## src/rtl/prio_irq_arbiter.sv

```systemverilog
module prio_irq_arbiter #(
  parameter int N_SRC         = 16,
  parameter int SRC_PER_FIELD = 2,
  parameter int LVL_W         = 4,
  localparam int N_FIELDS     = (N_SRC + SRC_PER_FIELD - 1) / SRC_PER_FIELD,
  localparam int FA_W         = (N_FIELDS > 1) ? $clog2(N_FIELDS) : 1,
  localparam int IDX_W        = (N_SRC > 1) ? $clog2(N_SRC) : 1
) (
  input  logic              clk,
  input  logic              rst_n,
  input  logic [N_SRC-1:0]  req_i,
  input  logic              wr_en_i,
  input  logic [FA_W-1:0]   wr_addr_i,
  input  logic [LVL_W-1:0]  wr_data_i,
  input  logic [LVL_W-1:0]  mask_i,
  input  logic              ack_i,
  output logic              cpu_req_o,
  output logic [LVL_W-1:0]  cpu_lvl_o,
  output logic [IDX_W-1:0]  cpu_vec_o,
  output logic              req_out_n_o
);

  logic [LVL_W-1:0] prio_q  [N_FIELDS];
  logic [LVL_W-1:0] src_lvl [N_SRC];
  logic [LVL_W-1:0] best_lvl;
  logic [IDX_W-1:0] best_idx;
  logic             accept;
  logic             pin_low_q;

  for (genvar f = 0; f < N_FIELDS; f++) begin : g_field
    always_ff @(posedge clk or negedge rst_n) begin
      if (!rst_n)
        prio_q[f] <= '0;
      else if (wr_en_i && wr_addr_i == FA_W'(f))
        prio_q[f] <= wr_data_i;
    end
  end

  for (genvar s = 0; s < N_SRC; s++) begin : g_src
    assign src_lvl[s] = req_i[s] ? prio_q[s / SRC_PER_FIELD] : '0;
  end

  // ascending scan with strict compare: lowest index keeps a tie
  always_comb begin
    best_lvl = '0;
    best_idx = '0;
    for (int i = 0; i < N_SRC; i++) begin
      if (src_lvl[i] > best_lvl) begin
        best_lvl = src_lvl[i];
        best_idx = IDX_W'(i);
      end
    end
  end

  assign accept = best_lvl > mask_i;

  always_ff @(posedge clk or negedge rst_n) begin
    if (!rst_n) begin
      cpu_req_o <= 1'b0;
      cpu_lvl_o <= '0;
      cpu_vec_o <= '0;
    end else begin
      cpu_req_o <= accept;
      cpu_lvl_o <= accept ? best_lvl : '0;
      cpu_vec_o <= accept ? best_idx : '0;
    end
  end

  always_ff @(posedge clk or negedge rst_n) begin
    if (!rst_n)
      pin_low_q <= 1'b0;
    else if (ack_i)
      pin_low_q <= accept && (best_lvl > cpu_lvl_o);
    else
      pin_low_q <= pin_low_q | accept;
  end

  assign req_out_n_o = ~pin_low_q;

endmodule


```

## config.mk

```make
export PLATFORM = sky130hd
export DESIGN_NAME = prio_irq_arbiter
export DESIGN_NICKNAME = d
export VERILOG_FILES = /design/src/rtl/prio_irq_arbiter.sv
export SDC_FILE = /design/constraint.sdc
export NUM_CORES = 1
export LEC_CHECK = 0
export BUFFER_PORTS_ARGS = -buffer_cell sky130_fd_sc_hd__buf_2
export CAP_MARGIN = 20
export CORE_ASPECT_RATIO = 0.7
export CORE_MARGIN = 2
export CORE_UTILIZATION = 50
export CTS_BUF_LIST = sky130_fd_sc_hd__clkbuf_4
export DETAILED_ROUTE_END_ITERATION = 7
export PLACE_DENSITY = 0.66
export SYNTH_ARGS = -nofsm -noshare
export SYNTH_HDL_FRONTEND = slang
export SYNTH_SLANG_ARGS = --single-unit
```

## constraint.sdc

```tcl
create_clock -name clk -period 26.1 [get_ports clk]
set_input_delay 1.305 -clock clk [delete_from_list [all_inputs] [get_ports clk]]
set_output_delay 1.305 -clock clk [all_outputs]
set_load 0.02 [all_outputs]
```

; ---- Word-level counts from Yosys, hierarchy flattened
; Index checks and enable logic that the tools add are counted.
[op_classes]
order_cmp = 18
eq_ne = 7
n_mux = 50
n_bitwise = 2
reduce_logical = 10
[op_table]
columns = cell, n
row1 = $mux W4, 48
row2 = $gt A4 B4 Y1, 17
row3 = $eq A3 B3 Y1 const B, 4
row4 = $logic_and A1 B1 Y1, 9
row5 = $eq A3 B2 Y1 const B, 2
row6 = $gt A4 B1 Y1 const B, 1
row7 = $eq A3 B1 Y1 const B, 1
row8 = $logic_not A3 Y1, 1
row9 = $mux W1, 2
row10 = $not A1 Y1, 1
row11 = $or A1 B1 Y1, 1
[word_totals]
ff_bits = 42
in_bits = 31
out_inout_bits = 10

; ---- Depth between registers and ports, before layout
[depth]
depth_word = 36
ltp_mapped = 144
ltp_nobuf = 138

; ---- Least setup slack after synthesis
; Ideal clock, no wire load.
[synth_path]
path_kind = input to register
startpoint = input req_i[1]
endpoint = register cpu_lvl_o[1]
setup_time_ns = 0.126
arrival_time_ns = 24.056
setup_slack_ns = 1.917
path_stages = 128
n_path_buf = 6
cell_sequence = buf_4 > and2_1 > ha_1 > nor2b_1 > o21ai_0 > a32oi_1 > o21ai_0 > ha_1 > nor2_1 > o41ai_1 > a21boi_1 > nor3_1 > nor2_1 > a21oi_1 > inv_1 > ha_1 > nor2_1 > o21ai_0 > [... 92 more ...] > ha_1 > nor2b_1 > o21ai_0 > nand2b_1 > a21oi_1 > a41oi_1 > or2_2 > o21ai_0 > ha_1 > nor2b_1 > o21ai_0 > nand2b_1 > a21oi_1 > a41o_1 > inv_1 > and2_1 > nand2_1 > o21ai_0
[synth_via]
elab_chain_cells = 33
[synth_lines]
columns = item, line
row1 = "start, declared", 11  ; input logic [N_SRC-1:0] req_i,
row2 = $mux W4 (*), 40  ; assign src_lvl[s] = req_i[s] ? prio_q[s / SRC_PER_FIELD] : '0;
row3 = $gt A4 B4 Y1, 48  ; if (src_lvl[i] > best_lvl) begin
row4 = $mux W4 (*), 48
row5 = $gt A4 B4 Y1, 48
row6 = $mux W4 (*), 48
row7 = $gt A4 B4 Y1, 48
row8 = $mux W4 (*), 48
row9 = $gt A4 B4 Y1, 48
row10 = [... 18 more ...], -
row11 = $mux W4 (*), 48
row12 = $gt A4 B4 Y1, 48
row13 = $mux W4 (*), 48
row14 = $gt A4 B4 Y1, 48
row15 = $mux W4 (*), 48
row16 = $gt A4 B4 Y1 (*), 55  ; assign accept = best_lvl > mask_i;
row17 = named net accept, 27  ; logic accept;
row18 = $mux W4 (*), 64  ; cpu_lvl_o <= accept ? best_lvl : '0;
row19 = "end signal, assigned", 64
row20 = "end, declared", 18  ; output logic [LVL_W-1:0] cpu_lvl_o,
; Mark *: on every way through the listed nets, which the timed path passes. The rest lies on a longest branch.
; A chain may end at the register's enable or synchronous reset.

; ---- Final worst setup path
; Same ends and word-level chain as after synthesis.

==> load_flow_metrics.sql <==
INSERT INTO impl_metrics (metric_group, metric, value, unit) VALUES
('run_status', 'outcome', 'finished clean', ''),
('cells_and_area', 'fin_util', '56.7', '%'),
('setup_path', 'critPathArrivalTime', '24.84', 'ns'),
('hold_path', 'worst_hold_startpoint', 'prio_q[31]$_DFFE_PN0P_', ''),
('logic_synthesis', 'yosysWarnings', '0', ''),
('setup_path', 'crit_path_frequent_cell', 'ha_1', ''),
('logic_synthesis', 'synth-main-ff-cell', 'dfrtp_1', ''),
('floorplan', 'die_area', '11900', 'um^2'),
('setup_path', 'setup.worst_path.class', 'in2reg', ''),
('setup_path', 'end_kind', 'register', ''),
('logic_synthesis', 'share_of_the_yosys_chip_area_belonging_to_registers', '19.1', '%'),
('run', 'drv_cap', '0', ''),
('global_routing', 'globalRouteOverflowTotal', '0', ''),
('global_routing', 'grt_start_max_net_pins', '43', ''),
('logic_synthesis', 'synth.lib_cells_used.distinct', '92', ''),
('floorplan', 'fp.dieW', '129', 'um'),
('setup_path', 'rrSetupSlack', '2.17', 'ns'),
('floorplan', 'io-pin-count', '41', ''),
('global_routing', 'grt_pass1_wl', '24300', 'um'),
('sta', 'max_clock_freq', '40.7', 'MHz'),
('drt', 'wl_met2', '6240', 'um'),
('setup_path', 'worst-path-max-fanout', '10', ''),
('cts', 'cts_hold_buf', '0', ''),
('logic_synthesis', 'postSynthCellCount', '691', ''),
('placement', 'io_buffers', '40', ''),
('cells_and_area', 'area_growth_syn_to_layout', '12.0', '%'),
('logic_synthesis', 'ys_ff_latch', '42', ''),
('global_routing', 'antenna_found_initial', '0', ''),
('drt', 'wl_per_cell', '16.5', 'um'),
('sta', 'timing_worst_slew_pin_value', '0.936', 'ns'),
('placement', 'dpl.cell_count', '879', ''),
('cells_and_area', 'layout-drive-gt1-share', '22.3', '%'),
('sta', 'whs', '0.548', 'ns'),
('drt', 'detail_route.wirelength', '14800', 'um'),
('placement', 'globalplace.congestion', '0.974', ''),
('cells_and_area', 'final_instance_count_excl_fillers', '897', ''),
('logic_synthesis', 'post_synth.cell_area_avg', '7.98', 'um^2'),
('cts', 'cts_num_sinks', '42', ''),
('cells_and_area', 'commonest_non_fill_non_tap_cells_in_the_layout', 'nand2_1, nor2_1, ha_1, dfrtp_1, a21oi_1', ''),
('sta', 'final_report_hold_violation_count', '0', ''),
('drt', 'detailroute.wirelength.met3', '943', 'um'),
('floorplan', 'floorplan.core_area', '10900', 'um^2'),
('cts', 'root_buf_cell', 'clkbuf_4', ''),
('placement', 'dp_hpwl', '11700', 'um'),
('setup_path', 'rr_endpoint', 'cpu_lvl_o[1]$_DFF_PN0_', ''),
('setup_path', 'delay_of_the_slowest_cell_on_the_worst_path', '0.42', 'ns'),
('cts', 'numCtsBuffers', '5', ''),
('sta', 'finalMaxSlewViolations', '0', ''),
('drt', 'ant_nets', '0', ''),
('drt', 'routed-via-count', '5460', ''),
('logic_synthesis', 'syn_area', '5510', 'um^2'),
('setup_path', 'critical_path.reg2reg.startpoint', 'prio_q[29]$_DFFE_PN0P_', ''),
('logic_synthesis', 'edff_count_synth', '0', ''),
('global_routing', 'number_of_global_route_vias_before_repair', '4879', ''),
('placement', 'dp_worst_setup_slack', '-0.240', 'ns'),
('cts', 'htree_num_levels', '2', ''),
('drt', 'topRoutingLayerUsed', 'met4', ''),
('drt', 'wirelength_met1', '7500', 'um'),
('setup_path', 'required', '26.36', 'ns'),
('drt', '1st_iter_drt_viols', '385', ''),
('sta', 'final_critical_delay_including_setup_and_external_delays', '24.58', 'ns'),
('cells_and_area', 'finish.net_count', '817', ''),
('hold_path', 'hold-path-cell-count', '1', ''),
('drt', 'detail_route.first_pass.iterations', '5', ''),
('hold_path', 'min_to', 'prio_q[31]$_DFFE_PN0P_', ''),
('sta', 'report.final.setup_viol', '0', ''),
('cts', 'cts.path.max_buffers', '2', ''),
('logic_synthesis', 'synth_net_count', '765', ''),
('cts', 'worst_skew_pair.late_latency', '0.36', 'ns'),
('drt', 'drt-vias-per-instance', '6.09', ''),
('logic_synthesis', 'asyncSetResetFlopFracSynth', '100', '%');
## registers in the layout (all words and copies together) (netlist names)
signal	cells
prio_q	32
cpu_req_o	1
pin_low_q	1
cpu_vec_o	4
cpu_lvl_o	4
## worst max-delay path, delay by kind of cell
family                   cells  cell delay [ns]
adder cells (fa/ha/maj)     16             4.97
AO/OA/AOI/OAI               52             8.60
AND/OR/NAND/NOR             41             6.69
multiplexers                 8             2.27
buffers and inverters        8             0.99
## cells in the mapped netlist (all sizes together) (8+ instances only)
library cell   n  share of area (%)
dfrtp         42                 19
a21o           8                1.1
o21ai         48                4.4
a21oi         45                4.5
o21a           9                1.2
nand2b        11                1.2
a31oi         18                2.2
nand3         14                1.3
nor3           9               0.82
mux2i         12                2.5
o211ai         8                1.4
mux2          39                8.2
nand2         96                6.7
ha            43                9.8
a21boi         9                1.2
nor2          52                3.5
inv           38                2.6
and2          40                4.6
clkbuf         9               0.61
## cell type report
type / instances / area (um^2)
clock buffers: 6 / 45.0
fillers: 1037 / 4720
flip-flops and latches: 42 / 1050
inverters: 38 / 143
repair buffers: 60 / 350
well taps: 153 / 191
multi-input cells: 596 / 4380
clock inverters: 2 / 8.76
## repair_timing
item / in CTS / in global routing
gates resized for setup: 0 / 38
setup endpoints to repair: 0 / 10
setup buffers: 0 / 10
## stage by stage
stage	cell area, um^2	TNS, ns
after floorplan	5510	0
after global placement	5900	0
after detailed placement	5900	-1.09
after CTS	5960	0
after global routing	6170	-0.676
final	6170	0
## routing by layer
| layer | GRT usage (%) | vias to the layer above |
|---|---|---|
| met2 | 36.1 | 172 |
| met1 | 39.7 | 2567 |
| li1 | - | 2703 |
| met4 | 3.58 | 0 |
| met5 | 0 | - |
| met3 | 3.21 | 18 |
## cells by family (layout without fill, tap and decap cells)
group | count (synthesis) | count (layout) | share of synthesized area [%]
AO/OA/AOI/OAI | 223 | 223 | 30.1
buffers and inverters | 53 | 106 | 3.97
XOR/XNOR | 8 | 8 | 1.27
AND/OR/NAND/NOR | 271 | 271 | 25.1
multiplexers | 51 | 51 | 10.6
adder cells (fa/ha/maj) | 43 | 43 | 9.76
flip-flops | 42 | 42 | 19.1
## worst max path at each step
stage | startpoint | endpoint | slack [ns] | cells after the start
after CTS | req_i[1] | cpu_lvl_o[1]$_DFF_PN0_ | 0.13 | 124
after global placement | req_i[1] | cpu_lvl_o[1]$_DFF_PN0_ | 0.30 | 121
after detailed placement | req_i[1] | cpu_lvl_o[1]$_DFF_PN0_ | -0.24 | 125
final | req_i[1] | cpu_lvl_o[1]$_DFF_PN0_ | 1.52 | 125
after global routing | req_i[1] | cpu_lvl_o[1]$_DFF_PN0_ | -0.19 | 128
after floorplan | req_i[1] | cpu_lvl_o[1]$_DFF_PN0_ | 1.92 | 128
Power is not shown: default switching activity piles up to over one toggle a cycle in this logic, so the estimate is an artifact.
